### src/rtl/swz_pkg.sv
package swz_pkg;

    localparam int INSTR_W = 32;
    localparam int REG_AW  = 5;
    localparam int OPC_W   = 6;
    localparam int PAD_W   = INSTR_W - OPC_W - 3 * REG_AW;

    typedef logic [REG_AW-1:0] reg_idx_t;

    typedef enum logic [2:0] {
        ST_IDLE,
        ST_FETCH_OPS,
        ST_TEST_COND,
        ST_PUT_B,
        ST_PUT_A,
        ST_FINISH
    } swz_state_e;

    typedef struct packed {
        logic [OPC_W-1:0] opc;
        reg_idx_t         cond;
        reg_idx_t         opa;
        reg_idx_t         opb;
        logic [PAD_W-1:0] pad;
    } swz_word_t;

    typedef struct packed {
        reg_idx_t cond;
        reg_idx_t opa;
        reg_idx_t opb;
    } swz_regs_t;

    function automatic logic word_matches(input logic [INSTR_W-1:0] w,
                                          input logic [OPC_W-1:0] opc);
        swz_word_t f;
        f = swz_word_t'(w);
        return (f.opc == opc) && (f.pad == '0);
    endfunction

    function automatic swz_regs_t word_regs(input logic [INSTR_W-1:0] w);
        swz_word_t f;
        swz_regs_t r;
        f      = swz_word_t'(w);
        r.cond = f.cond;
        r.opa  = f.opa;
        r.opb  = f.opb;
        return r;
    endfunction

endpackage

### src/rtl/swz_ctrl.sv
module swz_ctrl
    import swz_pkg::*;
#(
    parameter logic [OPC_W-1:0] SWAP_OPC = 6'h3B
) (
    input  logic               clk,
    input  logic               rst,
    input  logic               start,
    input  logic [INSTR_W-1:0] instr_word,
    input  logic               cond_zero,
    output swz_state_e         state,
    output swz_regs_t          held,
    output logic               busy,
    output logic               done
);

    swz_state_e nxt;
    logic       accept;

    assign accept = (state == ST_IDLE) && start && word_matches(instr_word, SWAP_OPC);

    always_comb begin
        nxt = state;
        case (state)
            ST_IDLE:      nxt = accept ? ST_FETCH_OPS : ST_IDLE;
            ST_FETCH_OPS: nxt = ST_TEST_COND;
            ST_TEST_COND: nxt = cond_zero ? ST_PUT_B : ST_FINISH;
            ST_PUT_B:     nxt = ST_PUT_A;
            ST_PUT_A:     nxt = ST_FINISH;
            ST_FINISH:    nxt = ST_IDLE;
            default:      nxt = ST_IDLE;
        endcase
    end

    always_ff @(posedge clk) begin
        if (rst) begin
            state <= ST_IDLE;
            held  <= '0;
        end else begin
            state <= nxt;
            if (accept) begin
                held <= word_regs(instr_word);
            end
        end
    end

    assign busy = (state != ST_IDLE);
    assign done = (state == ST_FINISH);

endmodule

### src/rtl/swz_oplatch.sv
module swz_oplatch #(
    parameter int DATA_W = 32
) (
    input  logic              clk,
    input  logic              rst,
    input  logic              cap,
    input  logic [DATA_W-1:0] d_a,
    input  logic [DATA_W-1:0] d_b,
    output logic [DATA_W-1:0] q_a,
    output logic [DATA_W-1:0] q_b
);

    localparam int LANES = 2;

    logic [LANES-1:0][DATA_W-1:0] din;
    logic [LANES-1:0][DATA_W-1:0] qout;

    assign din[0] = d_a;
    assign din[1] = d_b;

    for (genvar g = 0; g < LANES; g++) begin : g_lane
        always_ff @(posedge clk) begin
            if (rst) begin
                qout[g] <= '0;
            end else if (cap) begin
                qout[g] <= din[g];
            end
        end
    end

    assign q_a = qout[0];
    assign q_b = qout[1];

endmodule

### src/rtl/swz_portmux.sv
module swz_portmux
    import swz_pkg::*;
#(
    parameter int DATA_W = 32
) (
    input  swz_state_e        state,
    input  swz_regs_t         held,
    input  logic [DATA_W-1:0] lat_a,
    input  logic [DATA_W-1:0] lat_b,
    output reg_idx_t          raddr_a,
    output reg_idx_t          raddr_b,
    output logic              we,
    output reg_idx_t          waddr,
    output logic [DATA_W-1:0] wdata
);

    logic wr_req;

    always_comb begin
        raddr_a = '0;
        raddr_b = '0;
        wr_req  = 1'b0;
        waddr   = '0;
        wdata   = '0;
        case (state)
            ST_FETCH_OPS: begin
                raddr_a = held.opa;
                raddr_b = held.opb;
            end
            ST_TEST_COND: begin
                raddr_a = held.cond;
            end
            ST_PUT_B: begin
                wr_req = 1'b1;
                waddr  = held.opa;
                wdata  = lat_b;
            end
            ST_PUT_A: begin
                wr_req = 1'b1;
                waddr  = held.opb;
                wdata  = lat_a;
            end
            default: begin
                wr_req = 1'b0;
            end
        endcase
    end

    assign we = wr_req && (waddr != '0);

endmodule

### src/rtl/cswap_unit.sv
module cswap_unit
    import swz_pkg::*;
#(
    parameter int               DATA_W   = 32,
    parameter logic [OPC_W-1:0] SWAP_OPC = 6'h3B
) (
    input  logic               clk,
    input  logic               rst,
    input  logic               start,
    input  logic [INSTR_W-1:0] instr,
    output logic               busy,
    output logic               done,
    output logic [REG_AW-1:0]  rf_raddr_a,
    output logic [REG_AW-1:0]  rf_raddr_b,
    input  logic [DATA_W-1:0]  rf_rdata_a,
    input  logic [DATA_W-1:0]  rf_rdata_b,
    output logic               rf_we,
    output logic [REG_AW-1:0]  rf_waddr,
    output logic [DATA_W-1:0]  rf_wdata
);

    swz_state_e        state;
    swz_regs_t         held;
    logic [DATA_W-1:0] lat_a;
    logic [DATA_W-1:0] lat_b;
    logic              cond_zero;

    assign cond_zero = (rf_rdata_a == '0);

    swz_ctrl #(
        .SWAP_OPC (SWAP_OPC)
    ) u_ctrl (
        .clk        (clk),
        .rst        (rst),
        .start      (start),
        .instr_word (instr),
        .cond_zero  (cond_zero),
        .state      (state),
        .held       (held),
        .busy       (busy),
        .done       (done)
    );

    swz_oplatch #(
        .DATA_W (DATA_W)
    ) u_latch (
        .clk (clk),
        .rst (rst),
        .cap (state == ST_FETCH_OPS),
        .d_a (rf_rdata_a),
        .d_b (rf_rdata_b),
        .q_a (lat_a),
        .q_b (lat_b)
    );

    swz_portmux #(
        .DATA_W (DATA_W)
    ) u_mux (
        .state   (state),
        .held    (held),
        .lat_a   (lat_a),
        .lat_b   (lat_b),
        .raddr_a (rf_raddr_a),
        .raddr_b (rf_raddr_b),
        .we      (rf_we),
        .waddr   (rf_waddr),
        .wdata   (rf_wdata)
    );

endmodule

### config.mk
export PLATFORM = sky130hd
export DESIGN_NAME = cswap_unit
export DESIGN_NICKNAME = d
export VERILOG_FILES = /design/src/rtl/swz_pkg.sv /design/src/rtl/swz_ctrl.sv /design/src/rtl/swz_oplatch.sv /design/src/rtl/swz_portmux.sv /design/src/rtl/cswap_unit.sv
export SDC_FILE = /design/constraint.sdc
export NUM_CORES = 1
export LEC_CHECK = 0
export ABC_CLOCK_PERIOD_IN_PS = 4500
export BUFFER_PORTS_ARGS = -buffer_cell sky130_fd_sc_hd__buf_2
export CORE_MARGIN = 3
export CORE_UTILIZATION = 35
export CTS_CLUSTER_DIAMETER = 200
export DETAILED_ROUTE_END_ITERATION = 6
export MAX_ROUTING_LAYER = met4
export PLACE_DENSITY_LB_ADDON = 0.1
export SLEW_MARGIN = 40
export SYNTH_ARGS = -nofsm -noshare
export SYNTH_HDL_FRONTEND = slang
export SYNTH_SLANG_ARGS = --single-unit
### constraint.sdc
create_clock -name clk -period 4.5 [get_ports clk]
set_clock_uncertainty 0.1 [all_clocks]
set_input_delay 0.45 -clock clk [delete_from_list [all_inputs] [get_ports clk]]
set_output_delay 0.45 -clock clk [all_outputs]
set_load 0.01 [all_outputs]
Yosys cells after proc, flatten, opt, wreduce, memory -nomap -nowiden. Cells that the tools add are included.

Equal/unequal tests: 6. Muxes and demuxes: 8. Reductions and logical operators: 10.

Operator list (number): $pmux W32 S2 (1); $logic_not A32 Y1 (1); $pmux W5 S2 (2); $pmux W3 S5 (1); $logic_not A11 Y1 (1); $eq A3 B2 Y1 const B (2); $eq A3 B3 Y1 const B (2); $eq A6 B6 Y1 const B (1); $mux W5 (1); $reduce_bool A5 Y1 (1); $logic_and A1 B1 Y1 (4); $eq A3 B1 Y1 const B (1); $logic_not A3 Y1 (1); $mux W3 (1); $reduce_bool A3 Y1 (1); $mux W1 (2); $reduce_or A2 Y1 (1).

Register bits after elaboration: 82. Input bits: 99. Output and inout bits: 50. Logic and storage cells: 30.

Longest topological paths before layout. Gate-level depths: netlist (run 1).

Word-level depth: 5. Depth in mapped cells: 7. Depth with buffers taken out: 4.

Modules after synthesis. From an unflattened synthesis (run 1), not the netlist that was laid out.

Cells, all modules: 373. Area total of the unflattened synthesis: 3758.6 um^2.

Modules (own cells, without submodules): swz_oplatch (instances 1, cells an instance 206, area each 2290.9 um^2, seq. area each 1281.2 um^2); swz_ctrl (instances 1, cells an instance 86, area each 868.3 um^2, seq. area each 360.3 um^2); swz_portmux (instances 1, cells an instance 69, area each 519.2 um^2, seq. area each 0.0 um^2); cswap_unit (instances 1, cells an instance 12, area each 80.1 um^2, seq. area each 0.0 um^2).

Worst setup path after synthesis (run 1). OpenSTA, ideal clock, no wires.

Kind: reg2out. Start point: register u_ctrl.state[2]. End point: output port rf_wdata[0]. Arrival time: 1.478 ns. Data required time: 3.950 ns. Setup slack: 2.472 ns. Stages on the path, launching flop included: 6. Buffers on the path: 3. Cells stage by stage: dfxtp_1 > buf_2 > nor3b_1 > clkbuf_1 > buf_2 > a22o_1.

Word-level cells in the longest chain between the ends: 2. Elaborated cells between the ends (all ways): 3.

RTL lines: from (decl) (line swz_ctrl.sv:11) `output swz_state_e state,`; from (signal assigned) (line swz_ctrl.sv:40) `state <= nxt;`; $eq A3 B3 Y1 / $eq A3 B2 Y1 (equally long branches) (line swz_portmux.sv:25) `case (state)`; $pmux W32 S2 (*) (line swz_portmux.sv:25); to (decl) (line cswap_unit.sv:19) `output logic [DATA_W-1:0] rf_wdata`.

Mark *: on every way between the ends. The rest lies on a longest branch, timed or not.

Worst setup path after layout (run 1).
Start point: register u_ctrl.state[2]. End point: output port rf_we.

Word-level cells in the longest chain between the ends: 4. Elaborated cells between the ends (all ways): 7.

RTL lines: $eq A3 B3 Y1 / $eq A3 B2 Y1 (equally long branches) (line swz_portmux.sv:25); $pmux W5 S2 / $reduce_or A2 Y1 (equally long branches); $reduce_bool A5 Y1 / $mux W1 (equally long branches) (line swz_portmux.sv:49, swz_portmux.sv:25); $logic_and A1 B1 Y1 (*) (line swz_portmux.sv:49) `assign we = wr_req && (waddr != '0);`; to (decl) (line cswap_unit.sv:17) `output logic rf_we,`.

Marked as above.

==> results of run 1 <==
-- layer usage --
layer / routed length, um / global-route usage (%) / part of all wire [%] / vias to the layer above
met4: 93 / 4.689 / 0.89 / 0
li1: - / - / - / 1785
met1: 4836 / 23.91 / 46 / 1616
met5: 0 / - / 0 / -
met2: 4944 / 29.17 / 47 / 103
met3: 604 / 3.599 / 5.8 / 7
-- path summary, 6_finish.rpt --
check	startpoint	end	slack (ps)	depth (start not counted)
min	rf_rdata_b[28]	u_latch.q_b[28]	230	3
max reg2reg	u_ctrl.state[1]	u_latch.q_b[11]	2210	5
min reg2reg	u_latch.q_a[11]	u_latch.q_a[11]	360	2
max	u_ctrl.state[2]	rf_we	1790	5
-- power by group --
part,leakage [nW],internal (mW),switching [mW]
clock,0.110,0.331,0.269
combinational,1.15,0.0410,0.0340
sequential,0.660,0.725,0.00000675
total,1.92,1.10,0.303
-- cell families (layout without fill, tap and decap cells) --
logic type / count (synthesis) / in the layout / share of synthesized area [%]
compound gates: 109 / 109 / 19.58
xor+xnor: 1 / 1 / 0.2430
buf+inv: 37 / 171 / 4.200
flops: 82 / 82 / 45.54
mux: 15 / 15 / 4.165
simple gates: 203 / 203 / 26.28
-- cell usage in the layout (no fill, tap or decap), types with 2 or more instances in the layout --
| master | count |
|---|---|
| a22oi_1 | 5 |
| buf_2 | 148 |
| nor4_1 | 9 |
| mux2i_1 | 15 |
| and3_1 | 5 |
| a21oi_1 | 65 |
| bufinv_16 | 2 |
| nand3_1 | 2 |
| nand2b_1 | 30 |
| a22o_1 | 37 |
| nand4_1 | 2 |
| nor2_1 | 10 |
| nand2_1 | 130 |
| nor3_1 | 3 |
| clkbuf_8 | 10 |
| buf_4 | 5 |
| dfxtp_1 | 82 |
-- per-stage QoR --
step | total power [mW] | instance area, um2 | std cells
floorplan | 0.7631 | 3605 | 447
global route | 1.458 | 4666 | 714
detailed placement | 0.8173 | 4439 | 698
finish | 1.400 | 4666 | 714
global placement | 0.8148 | 4412 | 697
CTS | 1.421 | 4666 | 714
-- state kept, by name, indices dropped and copies added, names as in the netlist --
signal	flops
u_latch.q_a	32
u_latch.q_b	32
u_ctrl.held	15
u_ctrl.state	3
-- area by class of cell --
| type | instances | share of cell area (%) |
|---|---|---|
| Multi-Input combinational cell | 328 | 39.05 |
| Sequential cell | 82 | 35.18 |
| Timing Repair Buffer | 154 | 17.27 |
| Tap cell | 133 | 3.567 |
| Clock buffer | 11 | 3.030 |
| Clock inverter | 5 | 1.824 |
| Inverter | 1 | 0.08045 |
-- worst register-to-register path, stage by stage (launching register included) --
cell and delay (ps):
dfxtp_1 390, and2b_1 460, and2_2 580, buf_4 450, nand2_1 120, a21oi_1 130
-- cells in the mapped netlist, drive strengths merged --
library cell    n
mux2i          15
nand4           2
xnor2           1
nand3           2
and3b           1
a21oi          65
or3             1
a22oi           5
dfxtp          82
nor2b           1
nor4bb          1
nor3            3
buf             9
or4             1
nor4b           1
nand2         131
nor3b           1
a22o           37
o21ba           1
and3            5
inv             1
and2            2
nor4           10
nor2           10
clkbuf         27
nand2b         30
o2bb2ai         1
and2b           1
==> impl_results.md, run 1 <==
* Die Span X at 107.5 um
* Fillers at roughly 1,000
* RSZ-0062 raised after global routing: no
* Crit path required time at 3950 ps
* Placer Congestion at between 0.7 and 0.8
* Slew Limit Headroom at a little under half
* Port bufs at between 100 and 150
* Vias in the first global route at about 3,400
* Area of the multi-input gates at ~1800 um2
* CP peak stage delay at between 500 and 600 ps
* Setup TNS at 0 ps
* Crit-path max FO at 37
* Final Core Density at 47.08%
* DIE HEIGHT at ~110 um
* Die area at around 12,000 um2
* Register area at around 1600 um2
* Mapped Area at between 3000 and 4000 um2
* Post_cts resized at 0
* CP arrival at between 2000 and 2500 ps
* Syn. warnings at 0
* WP buf/inv at 1
* Worst slew pin tran at between 800 and 900 ps
* ANT cells at 0
* Drt pass-1 iters at 4
* Clk slew on worst S/H paths at around 90 ps
* TritonCTS Sinks at 82
* Initial cell density of the core at around 36%
* Hold/Removal Path Class: in -> reg
* Detailed Place HPWL at roughly 7300 um
* DR vias at between 3,000 and 4,000
* Top-area cell type share of the netlist area at between 40% and 50%
* Total gr overflow at 0
* Initial antenna violation count at 0
* Post-CTS Hold Fix Bufs at 0
* Crit end category: output pin
* DR vias/cell at between 4 and 5
* DR WL/cell at 14.68 um
* CTS Buf Count at 9
* Area grow syn2layout at 29.43%
* Peak VDD IR at about 0.22 mV
* CP cell instances: and3b_2 > a22o_1 > nor3_1 > nand2_1 > buf_2
* Final setup vio count at 0
* Fmax at 369.2 MHz
* Num ports at 149
* Largest net degree at the start of global routing at ~40
* Layout cells sized above 1 at approximately 30%
* DRC at 0
* Clk root buf: clkbuf_8
* Post-synthesis sequential area ratio at between 40 and 50%
* Leakage at approximately 1.9 nW
* Syn Nets at about 550
* # rows at 36
* Yosys cell types at 31
* Final Hold Vio Count at 0
* Synth top area cells: dfxtp_1 (46%), nand2_1 (14%), a21oi_1 (9.0%)
* First-pass GRT wire length at around 16,000 um
* P per Cell Area at between 300 and 400 nW/um2
* Routed Antenna Nets at 0
* H-Tree Depth at 3
* GRT Total Usage at a little under a fifth
* Starting DRT DRC Count at around 150
* Cells after synthesis at about 450
* PnR worst setup slack at between 1500 and 2000 ps
* Final nets at roughly 680
* Seq cells post-synth at between 80 and 90
* Startpoint type of the worst setup path: register
* Max-cap check violation count at 0
* Hold Slack at 229.9 ps
* Clk_lat worst skew at ~340 ps
* CTS tree: built
* CP Class: reg -> out
* Drt total wl at between 10,000 and 15,000 um
* CP top delay family: simple AND/OR/NAND/NOR gates
* DP Worst Slack at roughly 2100 ps
* Critical-path top delay cell: dfxtp_1
* CORE AREA at 9910 um2
* Max Buffers Root-to-Sink at 2
* Max-slew violations at 0
* Avg Inst Size Synth at 8.064 um2
* Cell taking the most area after synthesis: dfxtp_1
* Post-CTS Setup Inserts at 0
* Tcrit/Tclk final at 60.19%
* Minimum clock period at roughly 2700 ps
* Status: finished clean
No activity file was read; power rests on OpenSTA's default activity.
==> run 2: changes to the inputs <==
--- a/config.mk
+++ b/config.mk
@@ -5,7 +5,7 @@
 export SDC_FILE = /design/constraint.sdc
 export NUM_CORES = 1
 export LEC_CHECK = 0
-export ABC_CLOCK_PERIOD_IN_PS = 4500
+export ABC_CLOCK_PERIOD_IN_PS = 2850
 export BUFFER_PORTS_ARGS = -buffer_cell sky130_fd_sc_hd__buf_2
 export CORE_MARGIN = 3
 export CORE_UTILIZATION = 35
==> constraint.sdc (replaced) <==
create_clock -name clk -period 2.85 [get_ports clk]
set_clock_uncertainty 0.1 [all_clocks]
set_input_delay 0.285 -clock clk [delete_from_list [all_inputs] [get_ports clk]]
set_output_delay 0.285 -clock clk [all_outputs]
set_load 0.01 [all_outputs]
==> impl_results.md, run 2 (same netlist as run 1, synthesis figures left out) <==
* Post-CTS Hold Fix Bufs at 0
* RSZ-0062 raised after global routing: no
* Final Core Density at between 40% and 50%
* Drt total wl at a little over 10,000 um
* Area grow syn2layout at 30.48%
* DR vias/cell at 4.884
* Commonest non-fill, non-tap cells in the layout: buf_2 (148), nand2_1 (130), dfxtp_1 (82)
* Hold path depth at 3
* H-Tree Depth at 3
* FF-to-FF Start: u_ctrl.state[0]
* Total gr overflow at 0
* Final Hold Vio Count at 0
* DR vias at about 3,500
* Hold Slack at roughly 63 ps
* Busiest grt layer: met2
* Detailed Place HPWL at about 7300 um
* TritonCTS Sinks at 82
* Die area at about 12,000 um2
* Post-CTS Setup Inserts at 0
* Max Buffers Root-to-Sink at 2
* Post_cts resized at 0
* Peak VDD IR at 0.2759 mV
* Crit end category: output pin
* Initial antenna violation count at 0
* Clk_lat worst skew at between 300 and 400 ps
* M2 GR Usage at 28.64%
* Layout cells sized above 1 at a little under a third
* Final nets at between 600 and 700
* Starting DRT DRC Count at 153
* Max-cap check violation count at 0
* Routing usage on met1 at a little under a quarter
* Post-DP Area at between 4000 and 5000 um2
* Routed Antenna Nets at 0
* P per Cell Area at about 490 nW/um2
* Vias in the first global route at about 3,300
* First-pass GRT wire length at between 15,000 and 20,000 um
* Drt pass-1 iters at 5
* Max-slew violations at 0
* Clk slew on worst S/H paths at 80 ps
* CP arrival at between 2000 and 2500 ps
* Port bufs at roughly 150
* Leakage at between 1.5 and 2 nW
* Largest net degree at the start of global routing at between 60 and 70
* Startpoint type of the worst setup path: register
* Final setup vio count at 0
* Crit path required time at ~2500 ps
* Crit-path max FO at 37
* Placer Congestion at about 0.75
* Initial cell density of the core at roughly 36%
* Setup TNS at 0 ps
* Min-delay src: rf_rdata_b[28]
* ANT cells at 0
* Fmax at between 300 and 400 MHz
* Minimum clock period at around 2500 ps
* Met3 usage at 2.819%
* DRC at 0
* Worst reg2reg path depth at 5
* GRT Total Usage at 18.05%
* DR WL/cell at ~14 um
* Most common cell after layout, fill and taps aside: buf_2
* Status: finished clean
* Num ports at 149
* Final instance area at 4703 um2
* CTS tree: built
* CP Launch Point: u_ctrl.state[2]
* # rows at 36
* Hold/Removal Path Class: in -> reg
* CORE AREA at around 9900 um2
* Clk root buf: clkbuf_8
* Slew Limit Headroom at 49.06%
* Tcrit/Tclk final at 88.85%
* DIE HEIGHT at approximately 110 um
* CTS Buf Count at 9
* Die Span X at about 110 um
* Worst slew pin tran at 764.1 ps
* CP Class: reg -> out
-- run 2: final timing paths --
kind                            slack, ps               to
worst min-delay path                   60  u_latch.q_b[28]
worst max-delay path                  320            rf_we
worst min register to register        360   u_latch.q_a[0]
worst max register to register        820   u_latch.q_a[9]
-- run 2: layer usage --
metal / up-vias / share of wire [%] / routed length (um)
met5: - / 0 / 0
met4: 0 / 1.3 / 137
met3: 10 / 6.3 / 656
met2: 111 / 47 / 4911
met1: 1589 / 45 / 4641
li1: 1782 / - / -
-- run 2: area by class of cell --
type / instances / area (um2)
clock inverters: 5 / 100.1
clock buffers: 11 / 151.4
inverters: 1 / 3.754
repair buffers: 155 / 818.3
well taps: 133 / 166.4
fillers: 1022 / 5206
flip-flops and latches: 82 / 1642
multi-input cells: 328 / 1822
-- run 2: critical path, cell delays in order (launching register included) --
cell and delay [ps]:
dfxtp_1 540, and3b_2 510, a22o_1 350, nor3_1 180, nand2_1 70, buf_2 140
-- run 2: power by group --
group / total [mW] / internal (mW) / switching [mW]
Sequential: 1.14 / 1.14 / 0.0000105
Clock: 1.04 / 0.627 / 0.412
Combinational: 0.115 / 0.0619 / 0.0529
Total: 2.30 / 1.83 / 0.465
-- run 2: through the flow --
step	instances	total power [mW]	setup slack, ps
4_1_cts	715	2.330	275.1
3_3_place_gp	699	1.287	699.4
2_1_floorplan	447	1.205	986.6
5_1_grt	715	2.387	86.29
3_5_place_dp	699	1.287	675.0
6_report	715	2.298	317.8
==> run 3: changes to the inputs <==
--- a/config.mk
+++ b/config.mk
@@ -12,7 +12,7 @@
 export CTS_CLUSTER_DIAMETER = 200
 export DETAILED_ROUTE_END_ITERATION = 6
 export MAX_ROUTING_LAYER = met4
-export PLACE_DENSITY_LB_ADDON = 0.1
+export PLACE_DENSITY = 0.66
 export SLEW_MARGIN = 40
 export SYNTH_ARGS = -nofsm -noshare
 export SYNTH_HDL_FRONTEND = slang
==> impl_results.md, run 3 (same netlist as run 1, synthesis figures left out) <==
* Status: finished clean
* Drt total wl at a little over 10,000 um
* Peak VDD IR at 0.3713 mV
* Final setup vio count at 0
* First-pass GRT wire length at between 15,000 and 20,000 um
* Fmax at 397.3 MHz
* Initial cell density of the core at 36.38%
* Commonest non-fill, non-tap cells in the layout: buf_2 (148), nand2_1 (130), dfxtp_1 (82)
* H-Tree Depth at 3
* Fillers at ~1,000
* ANT cells at 0
* Hold path depth at 3
* Detailed Place HPWL at 7264 um
* RSZ-0062 raised after global routing: no
* Initial antenna violation count at 0
* Placer Congestion at 0.8074
* Total gr overflow at 0
* CTS Buf Count at 9
* Clk_lat worst skew at 340 ps
* Routed Antenna Nets at 0
* Final Hold Vio Count at 0
* TritonCTS Sinks at slightly above 80
* Leakage at between 1.5 and 2 nW
* CTS tree: built
* Vias in the first global route at about 3,300
* P per Cell Area at about 460 nW/um2
* Crit path required time at between 2000 and 2500 ps
* Post_cts resized at 0
* Die Span X at roughly 110 um
* Clk root buf: clkbuf_8
* # rows at 36
* Post-CTS Setup Inserts at 0
* CORE AREA at slightly below 10,000 um2
* Startpoint type of the worst setup path: register
* Hold/Removal Path Class: in -> reg
* Port bufs at roughly 150
* Slew Limit Headroom at 54.59%
* Max Buffers Root-to-Sink at 2
* Post-CTS Hold Fix Bufs at 0
* Num ports at around 150
* Starting DRT DRC Count at between 100 and 150
* Crit-path max FO at 25
* GRT Total Usage at between 15 and 20%
* DIE HEIGHT at 107.5 um
* Crit end category: output pin
* Worst slew pin tran at approximately 700 ps
* DR vias/cell at 4.953
* Clk slew on worst S/H paths at around 80 ps
* Setup TNS at 0 ps
* Worst reg2reg path depth at 5
* DR WL/cell at ~14 um
* Layout cells sized above 1 at around 30%
* Most common cell after layout, fill and taps aside: buf_2
* Placed cells at 700
* Post-DP Area at 4471 um2
* Hold Slack at around 77 ps
* DRC at 0
* Max-slew violations at 0
* Max-cap check violation count at 0
* Final instance area at ~4700 um2
* Minimum clock period at 2517 ps
* Die area at 11,550 um2
* Pwr Total at around 2.2 mW
* Drt pass-1 iters at 4
* Tcrit/Tclk final at 88.32%
* Final nets at 677
* CP Class: reg -> out
* DR vias at approximately 3,500
* Largest net degree at the start of global routing at 66
* CP arrival at around 2100 ps
* Area grow syn2layout at 29.89%
* Final non-filler cell total at roughly 720
## run 3: changes by cell type in the layout (fill, tap and decap cells not counted), sizes merged
cell / previous run / this run
clkinv: 2 / 1
buf: 155 / 156
clkinvlp: 0 / 1
clkbuf: 11 / 12
bufinv: 3 / 2
## run 3: per-stage QoR
stage | util, % | worst slack [ps]
finish | 47.25 | 332.8
CTS | 47.25 | 335.1
global route | 47.25 | 194.1
global placement | 45.11 | 792.7
detailed placement | 45.11 | 718.9
floorplan | - | 986.6
## run 3: layout make-up
class / instances / area (um2) / area share, %
multi-input combinational: 328 / 1821 / 38.88
sequential: 82 / 1642 / 35.06
timing repair buffer: 156 / 838.3 / 17.90
tap: 133 / 166.4 / 3.554
clock buffer: 12 / 135.1 / 2.886
clock inverter: 4 / 76.32 / 1.630
inverter: 1 / 3.754 / 0.08017
## run 3: routing by layer
metal  global-route usage [%]  part of all wire, %  vias up
met2                    29.44                   50      124
met4                    4.869                  1.5        0
met5                        -                    0        -
met3                    4.559                  6.3       11
met1                    20.81                   43     1624
li1                         -                    -     1787
## run 3: final timing paths
| kind | from | end | slack (ps) |
|---|---|---|---|
| worst min register to register | u_latch.q_a[16] | u_latch.q_a[16] | 350 |
| worst min-delay path | rf_rdata_b[23] | u_latch.q_b[23] | 80 |
| worst max-delay path | u_ctrl.state[2] | rf_wdata[6] | 330 |
| worst max register to register | u_ctrl.state[0] | u_latch.q_b[17] | 770 |
## run 3: worst max-delay path, stage by stage (launching register included)
cell     delay, ps
dfxtp_1        550
nor3b_2        520
buf_4          390
a22o_1         190
buf_2          130
## run 3: report_power, final
part / total, mW / switching, mW / internal, mW
clock network: 0.901 / 0.405 / 0.497
registers: 1.14 / 0.0000115 / 1.14
logic: 0.117 / 0.0533 / 0.0638
